<file path="src/rtl/lin_hdr_pkg.sv">
package lin_hdr_pkg;
  localparam int ID_W = 8;
  typedef enum logic [1:0] {
    HS_IDLE = 2'd0,
    HS_BRK  = 2'd1,
    HS_SYNC = 2'd2,
    HS_PID  = 2'd3
  } hdr_state_t;
endpackage

</file>
<file path="src/rtl/lin_pid_gen.sv">
module lin_pid_gen
  import lin_hdr_pkg::*;
(
  input  logic            par_en,
  input  logic [ID_W-1:0] id_raw,
  output logic [ID_W-1:0] id_out
);
  logic p_lo, p_hi;
  always_comb begin
    p_lo   = id_raw[0] ^ id_raw[1] ^ id_raw[2] ^ id_raw[4];
    p_hi   = ~(id_raw[1] ^ id_raw[3] ^ id_raw[4] ^ id_raw[5]);
    id_out = par_en ? {p_hi, p_lo, id_raw[5:0]} : id_raw;
  end
endmodule

</file>
<file path="src/rtl/lin_hdr_flags.sv">
module lin_hdr_flags (
  input  logic clk,
  input  logic rst,
  input  logic clr,
  input  logic set_brk,
  input  logic set_id,
  output logic brk_q,
  output logic id_q
);
  always_ff @(posedge clk) begin
    if (rst) begin
      brk_q <= 1'b0;
      id_q  <= 1'b0;
    end else begin
      if (set_brk)  brk_q <= 1'b1;
      else if (clr) brk_q <= 1'b0;
      if (set_id)   id_q  <= 1'b1;
      else if (clr) id_q  <= 1'b0;
    end
  end

  assert_brk_sticky_R8: assert property (@(posedge clk) disable iff (rst)
    (brk_q && !clr) |=> brk_q);
  assert_id_sticky_R8: assert property (@(posedge clk) disable iff (rst)
    (id_q && !clr) |=> id_q);
  assert_clear_wins_unless_set_R9: assert property (@(posedge clk) disable iff (rst)
    (clr && !set_brk && !set_id) |=> (!brk_q && !id_q));
endmodule

</file>
<file path="src/rtl/lin_hdr_seq.sv">
module lin_hdr_seq
  import lin_hdr_pkg::*;
#(
  parameter int          BRK_LOW   = 13,
  parameter int          BRK_HIGH  = 1,
  parameter logic [7:0]  SYNC_CHAR = 8'h55
) (
  input  logic            clk,
  input  logic            rst,
  input  logic            tick,
  input  logic            start,
  input  logic            abort,
  input  logic [ID_W-1:0] pid,
  output logic            txd,
  output logic            txrdy,
  output logic            busy,
  output logic            brk_end,
  output logic            pid_end
);
  localparam int BRK_BITS  = BRK_LOW + BRK_HIGH;
  localparam int CHAR_BITS = ID_W + 2;
  localparam int SH_W      = (BRK_BITS > CHAR_BITS) ? BRK_BITS : CHAR_BITS;
  localparam int LW        = $clog2(SH_W);
  localparam logic [SH_W-1:0] ONES    = {SH_W{1'b1}};
  localparam logic [SH_W-1:0] BRK_PAT = ONES << BRK_LOW;

  function automatic logic [SH_W-1:0] frame(input logic [ID_W-1:0] d);
    logic [SH_W-1:0] f;
    f           = ONES;
    f[ID_W:1]   = d;
    f[0]        = 1'b0;
    return f;
  endfunction

  hdr_state_t      st;
  logic [SH_W-1:0] sh;
  logic [LW-1:0]   left;
  logic [ID_W-1:0] pid_q;
  logic            last;

  assign txd  = sh[0];
  assign busy = (st != HS_IDLE);
  assign last = tick && busy && (left == '0);
  assign brk_end = last && (st == HS_BRK);
  assign pid_end = last && (st == HS_PID);

  always_ff @(posedge clk) begin
    if (rst || abort) begin
      st    <= HS_IDLE;
      sh    <= ONES;
      left  <= '0;
      txrdy <= 1'b1;
      if (rst) pid_q <= '0;
    end else if (start && !busy) begin
      st    <= HS_BRK;
      sh    <= BRK_PAT;
      left  <= LW'(BRK_BITS - 1);
      txrdy <= 1'b0;
      pid_q <= pid;
    end else if (tick && busy) begin
      if (left != '0) begin
        sh   <= {1'b1, sh[SH_W-1:1]};
        left <= left - 1'b1;
      end else begin
        unique case (st)
          HS_BRK: begin
            st   <= HS_SYNC;
            sh   <= frame(SYNC_CHAR);
            left <= LW'(CHAR_BITS - 1);
          end
          HS_SYNC: begin
            st    <= HS_PID;
            sh    <= frame(pid_q);
            left  <= LW'(CHAR_BITS - 1);
            txrdy <= 1'b1;
          end
          default: begin
            st <= HS_IDLE;
            sh <= ONES;
          end
        endcase
      end
    end
  end

  assert_start_goes_dominant_R2: assert property (@(posedge clk) disable iff (rst)
    (start && !busy && !abort) |=> (!txd && !txrdy));
  assert_line_holds_between_ticks_R3: assert property (@(posedge clk) disable iff (rst)
    (!tick && !start && !abort) |=> $stable(txd));
  assert_abort_goes_idle_R11: assert property (@(posedge clk) disable iff (rst)
    abort |=> (txd && txrdy && !busy));
endmodule

</file>
<file path="src/rtl/lin_hdr_tx.sv">
module lin_hdr_tx
  import lin_hdr_pkg::*;
#(
  parameter int         MODE_W      = 4,
  parameter logic [3:0] MASTER_CODE = 4'hA,
  parameter int         BRK_LOW     = 13,
  parameter int         BRK_HIGH    = 1
) (
  input  logic              clk,
  input  logic              rst,
  input  logic              baud_tick_i,
  input  logic [MODE_W-1:0] mode_i,
  input  logic              par_en_i,
  input  logic              id_wr_i,
  input  logic [ID_W-1:0]   id_i,
  input  logic              sts_clr_i,
  input  logic              tx_rst_i,
  output logic              txd_o,
  output logic              txrdy_o,
  output logic              brk_done_o,
  output logic              id_done_o
);
  logic            busy, accept, brk_end, pid_end;
  logic [ID_W-1:0] pid_w;

  assign accept = id_wr_i && (mode_i == MODE_W'(MASTER_CODE)) && !busy && !tx_rst_i;

  lin_pid_gen u_pid (
    .par_en (par_en_i),
    .id_raw (id_i),
    .id_out (pid_w)
  );

  lin_hdr_seq #(
    .BRK_LOW  (BRK_LOW),
    .BRK_HIGH (BRK_HIGH)
  ) u_seq (
    .clk     (clk),
    .rst     (rst),
    .tick    (baud_tick_i),
    .start   (accept),
    .abort   (tx_rst_i),
    .pid     (pid_w),
    .txd     (txd_o),
    .txrdy   (txrdy_o),
    .busy    (busy),
    .brk_end (brk_end),
    .pid_end (pid_end)
  );

  lin_hdr_flags u_flags (
    .clk     (clk),
    .rst     (rst),
    .clr     (sts_clr_i),
    .set_brk (brk_end),
    .set_id  (pid_end),
    .brk_q   (brk_done_o),
    .id_q    (id_done_o)
  );

  assert_non_master_write_ignored_R1: assert property (@(posedge clk) disable iff (rst)
    (id_wr_i && (mode_i != MODE_W'(MASTER_CODE)) && !busy && !tx_rst_i) |=> (txd_o && txrdy_o));
  assert_busy_write_keeps_low_R10: assert property (@(posedge clk) disable iff (rst)
    (id_wr_i && busy && !txrdy_o && !tx_rst_i && !baud_tick_i) |=> !txrdy_o);
endmodule

</file>
<file path="config.mk">
export PLATFORM = sky130hd
export DESIGN_NAME = lin_hdr_tx
export DESIGN_NICKNAME = d
export VERILOG_FILES = /design/src/rtl/lin_hdr_pkg.sv /design/src/rtl/lin_pid_gen.sv /design/src/rtl/lin_hdr_flags.sv /design/src/rtl/lin_hdr_seq.sv /design/src/rtl/lin_hdr_tx.sv
export SDC_FILE = /design/constraint.sdc
export NUM_CORES = 1
export LEC_CHECK = 0
export BUFFER_PORTS_ARGS = -buffer_cell sky130_fd_sc_hd__buf_2
export CORE_MARGIN = 5
export CORE_UTILIZATION = 50
export DETAILED_ROUTE_END_ITERATION = 10
export MAX_ROUTING_LAYER = met4
export PLACE_DENSITY = 0.83
export SYNTH_ARGS = -nofsm -noshare
export SYNTH_HDL_FRONTEND = slang
export SYNTH_HIERARCHICAL = 1
export SYNTH_SLANG_ARGS = --single-unit
</file>
<file path="constraint.sdc">
create_clock -name clk -period 7.34 [get_ports clk]
set_input_delay 0.367 -clock clk [delete_from_list [all_inputs] [get_ports clk]]
set_output_delay 0.367 -clock clk [all_outputs]
set_load 0.005 [all_outputs]
</file>
=== Word level (Yosys, flattened, before mapping) ===
Index checks and enable logic that the tools add are counted.
Widths: inputs -> output; s select.

* Mux-type cells: 23
* Div/mod/pow operators: 0
* Shift-type cells: 0
* Add/subtract/negate cells: 1
* Reduce and logical (&&, ||, !) cells: 29
* Multipliers: 0
* Bitwise gates (word level): 8
* Order comparisons: 0
* Equal/unequal tests: 6

{| class="wikitable"
|+ Operators with widths
! kind !! number
|-
| $mux 13 || 3
|-
| $mux 8 || 4
|-
| $pmux 9 s2 || 1
|-
| $mux 4 || 4
|-
| $reduce_bool 2->1 || 7
|-
| $mux 1 || 10
|-
| $reduce_and 2->1 || 5
|-
| $logic_and 1x1->1 || 8
|-
| $xor 1x1->1 || 6
|-
| $eq 2x2->1 const B || 2
|-
| $eq 4x4->1 const B || 1
|-
| $logic_not 4->1 || 1
|-
| $pmux 2 s2 || 1
|-
| $reduce_bool 4->1 || 1
|-
| $reduce_or 2->1 || 2
|-
| $sub 4x1->4 const B || 1
|-
| $reduce_and 3->1 || 1
|-
| $reduce_bool 3->1 || 1
|-
| $eq 2x1->1 const B || 1
|-
| $logic_not 1->1 || 2
|-
| $ne 2x1->1 const B || 1
|-
| $ne 2x2->1 const B || 1
|-
| $not 1->1 || 2
|-
| $logic_or 1x1->1 || 1
|}

* Latch bits: 0
* Bits in registers: 31
* Bits of input ports: 19
* Word-level logic and storage cells: 77
* Bits in read-only memories: 0
* Memory bits (writable): 0
* Memories: 0

=== Longest topological paths before layout ===
* Depth in word-level cells: 7
* Mapped depth: 9
* Gate-level depth less buffers: 8

=== Cells and area by module ===
The synthesis kept the hierarchy.

{| class="wikitable"
|+ By module, submodules not included
! module !! area an instance (µm²) !! cells an instance !! times used
|-
| lin_hdr_seq || 1275.0 || 130 || 1
|-
| lin_pid_gen || 120.1 || 14 || 1
|-
| lin_hdr_flags || 70.1 || 8 || 1
|-
| lin_hdr_tx || 23.8 || 3 || 1
|}

=== Worst setup path before layout ===
No wires, ideal clock.

* Path type: flip-flop to flip-flop
* Start point: register u_seq.st[0]
* End point: register u_seq.pid_q[0], enable pin
* Arrival: 2.058 ns
* Path slack: 4.908 ns
* Clock period less this slack: 2.432 ns
* Stages on the path, launching flop included: 8
* Buffers on the path: 0
* Library setup time: 0.375 ns
* Cell sequence: dfxtp_1 inv_1 ha_1 inv_1 or4b_1 nor3_2 nand2_1 o21bai_1

* Longest elaborated chain between the ends: 7

{| class="wikitable"
|+ RTL lines
! element !! line !! source
|-
| start: declaration || lin_hdr_seq.sv:35 || <nowiki>hdr_state_t st;</nowiki>
|-
| start signal: assignment || lin_hdr_seq.sv:49 || <nowiki>st <= HS_IDLE;</nowiki>
|-
| start signal: assignment || lin_hdr_seq.sv:55 || <nowiki>st <= HS_BRK;</nowiki>
|-
| start signal: assignment || lin_hdr_seq.sv:67 || <nowiki>st <= HS_SYNC;</nowiki>
|-
| $reduce_bool 2->1 || lin_hdr_seq.sv:42 || <nowiki>assign busy = (st != HS_IDLE);</nowiki>
|-
| net busy || lin_hdr_tx.sv:23 || <nowiki>logic busy, accept, brk_end, pid_end;</nowiki>
|-
| $logic_not 1->1 || lin_hdr_tx.sv:26 || <nowiki>assign accept = id_wr_i && (mode_i == MODE_W'(MASTER_CODE)) && !busy && !tx_rst_i;</nowiki>
|-
| $logic_and 1x1->1 (2 in series) || lin_hdr_tx.sv:26 ||
|-
| net accept || lin_hdr_tx.sv:23 ||
|-
| $logic_and 1x1->1 || lin_hdr_seq.sv:54 || <nowiki>end else if (start && !busy) begin</nowiki>
|-
| $reduce_bool 2->1 (no source line) || n/a ||
|-
| $reduce_and 2->1 (no source line) || n/a ||
|-
| end signal: assignment || lin_hdr_seq.sv:59 || <nowiki>pid_q <= pid;</nowiki>
|-
| end: declaration || lin_hdr_seq.sv:38 || <nowiki>logic [ID_W-1:0] pid_q;</nowiki>
|}

The timed path passes the listed nets, and every way through them passes these cells.
A chain may end at the register's enable or synchronous reset.

=== Final worst setup path ===
* Start point: register u_seq.st[0]
* End point: register u_seq.pid_q[1], enable pin

Same word-level chain as after synthesis.

==> impl_metrics.py <==
metrics = {
    "outcome": {
        "status": "completed",
    },
    "timing": {
        "slew_viol_final": 0,
        "worst_pin_slew_ps": 911.3,
        "finClkSkew_ps": 14.34,
        "fmax_mhz": 360.3,
        "fin_crit_ps": 2776,
        "finalSetupViolCount": 0,
        "setup_ws_ps": 4565,
        "finalCritPeriodShare_pct": 37.81,
        "maxSlewHeadroom_pct": 39.25,
        "hold_viol": 0,
        "fin_setup_tns_ps": 0,
        "rsz0062_at_grt": "false",
    },
    "power": {
        "ir_drop_uv": 97.37,
        "p_per_area_mw_per_mm2": 179.9,
        "power_leakage_nw": 0.6163,
    },
    "global_routing": {
        "grt_use_total_pct": 16.35,
        "grt.busiest_layer": "met2",
        "grt_pass1_vias": 1086,
        "global_route.usage.met1_pct": 19.96,
        "gr-usage-met2_pct": 24.87,
        "gr-usage-met3_pct": 4.145,
        "grt_pass1_wl_mm": 5.016,
        "antenna_found_initial": 0,
        "grt_start_max_net_pins": 21,
        "gr-total-overflow": 0,
    },
    "layout": {
        "fin_cells": 204,
        "layout-drive-gt1-share_pct": 21.39,
        "area_growth_pct": 9.916,
        "layout_commonest_cell": "a21oi_1",
        "fin_util_pct": 58.34,
        "nets": 196,
        "antenna_cells": 0,
        "final_area_mm2": 0.001637,
        "mostFrequentLayoutCells": "a21oi_1 (28), buf_2 (22), dfxtp_1 (22)",
    },
    "critical_path": {
        "crit_chain": "inv_1 -> ha_1 -> inv_1 -> or4b_1 -> nor3_2 -> nand2_1 -> o21bai_1",
        "worst-path-buf-inv": 2,
        "slowest_stage": "o21bai_1",
        "crit_type": "reg -> reg",
        "critPathMaxFanout": 8,
        "cp_data_arrival_time_ps": 2730,
        "critical_path.endpoint_type": "flip-flop",
        "cpPeakStageDelay_ps": 600,
        "crit_top_cell": "inv_1",
        "critical_path_required_ps": 7300,
        "critPathTopFamily": "simple AND/OR/NAND/NOR gates",
        "start_kind": "flip-flop",
    },
    "place": {
        "dp.cells": 196,
        "postPlaceCellArea_mm2": 0.001577,
        "place_congestion": 0.8232,
        "post-dp-hpwl_mm": 2.226,
        "placement.io_buffers": 22,
        "dp_slack_ps": 4547,
    },
    "synth": {
        "synthCells": 155,
        "synth.distinct_cells": 34,
        "synth-main-ff-cell": "dfxtp_1",
        "synth_seq_cells": 30,
        "yosysSeqAreaShare_pct": 45.71,
        "syn_avg_cell_area_um2": 9.606,
        "synth.area.top_cells": "dfxtp_1 (30%), edfxtp_1 (16%), a21oi_1 (9.4%)",
        "syn_nets": 179,
        "synth_area_mm2": 0.001489,
        "synth_top_cell_by_area": "dfxtp_1",
        "synth_edf_count": 8,
        "synth_top_area_share_pct": 29.58,
        "async_flop_share_pct": 0,
        "yosys_warnings": 6,
    },
    "clocking": {
        "numClockSinks": 30,
        "cts_buffers": 5,
        "clockRootBuffer": "clkbuf_4",
        "cts_buffer_depth": 2,
        "cts_hold_buf": 0,
        "htreeDepth": 2,
        "cts_setup_buffers": 0,
        "tritoncts": "yes",
        "clk_pin_slew_ps": 80,
        "insertion_delay_ps": 330,
        "cts_resized": 0,
    },
    "route": {
        "dr.pass1.iters": 4,
        "wl_per_cell_um": 14.66,
        "vias": 1181,
        "ant_nets": 0,
        "drt_wl_total_mm": 2.990,
        "via_per_inst": 5.789,
        "drc": 0,
        "initialDrtViolationCount": 120,
    },
    "die": {
        "die_w_um": 64.57,
        "start_util_pct": 53.08,
        "design.die.area_mm2": 0.004169,
        "num_rows": 19,
        "pin_count": 23,
        "die-height_um": 64.57,
        "coreArea_mm2": 0.002805,
    },
    "hold_path": {
        "min_path_type": "in -> reg",
    },
    "job": {
        "drv_cap": 0,
    },
}
[registers in the layout (all words and copies together) (netlist names)]
| name | cells |
|---|---|
| u_seq/pid_q | 8 |
| u_seq/left | 4 |
| u_seq/sh | 13 |
| u_flags/brk_q | 1 |
| u_seq/st | 2 |
| u_seq/txrdy | 1 |
| u_flags/id_q | 1 |
[final timing paths]
kind                  from        endpoint  slack, ps  cells past startpoint
min reg2reg  u_flags/brk_q   u_flags/brk_q        480                      2
max reg2reg    u_seq/st[0]  u_seq/pid_q[1]       4560                      7
max            u_seq/st[0]  u_seq/pid_q[1]       4560                      7
min                    rst    u_flags/id_q        260                      2
[per-stage QoR]
step / power [mW] / hold slack [ps]
global placement: 0.1974 / 443.4
global route: 0.3102 / 257.4
floorplan: 0.1921 / 431.3
CTS: 0.2979 / 252.8
detailed placement: 0.1986 / 468.5
finish: 0.2944 / 261.4
[metal layers]
metal | share of wire [%] | wire, um
met5 | 0 | 0
met4 | 2.1 | 62
met3 | 6.2 | 185
met2 | 49 | 1473
met1 | 42 | 1269
[where the power goes]
part           total (mW)  switching, mW  internal, mW
combinational      0.0209         0.0102        0.0106
sequential          0.174        0.00112         0.173
clock              0.0997         0.0534        0.0463
[cells in the mapped netlist, types with 2 or more instances]
cell type,count
ha_1,5
buf_2,3
edfxtp_1,8
nand2b_1,5
dfxtp_1,22
and2_1,10
a221o_1,8
mux2i_1,3
buf_4,6
xnor2_1,4
clkbuf_1,3
o21ai_0,6
inv_1,6
nand2_1,8
nor2_1,11
nand3_1,2
a21oi_1,28
[logic make-up after synthesis]
group / count (synthesis) / share of synthesized area [%]
XOR/XNOR: 5 / 3.445
AND/OR/NAND/NOR: 43 / 16.64
adder cells (fa/ha/maj): 5 / 4.202
AO/OA/AOI/OAI: 49 / 20.42
multiplexers: 4 / 3.025
flip-flops: 30 / 45.71
buffers and inverters: 19 / 6.554
[area by class of cell]
cell class,count,area (um^2)
Clock buffer,7,55.05
Clock inverter,1,5.005
Fill cell,246,1169
Inverter,6,22.52
Multi-Input combinational cell,106,716.9
Sequential cell,30,680.7
Tap cell,31,38.79
Timing Repair Buffer,23,117.6
No activity file was read; power rests on OpenSTA's default activity.
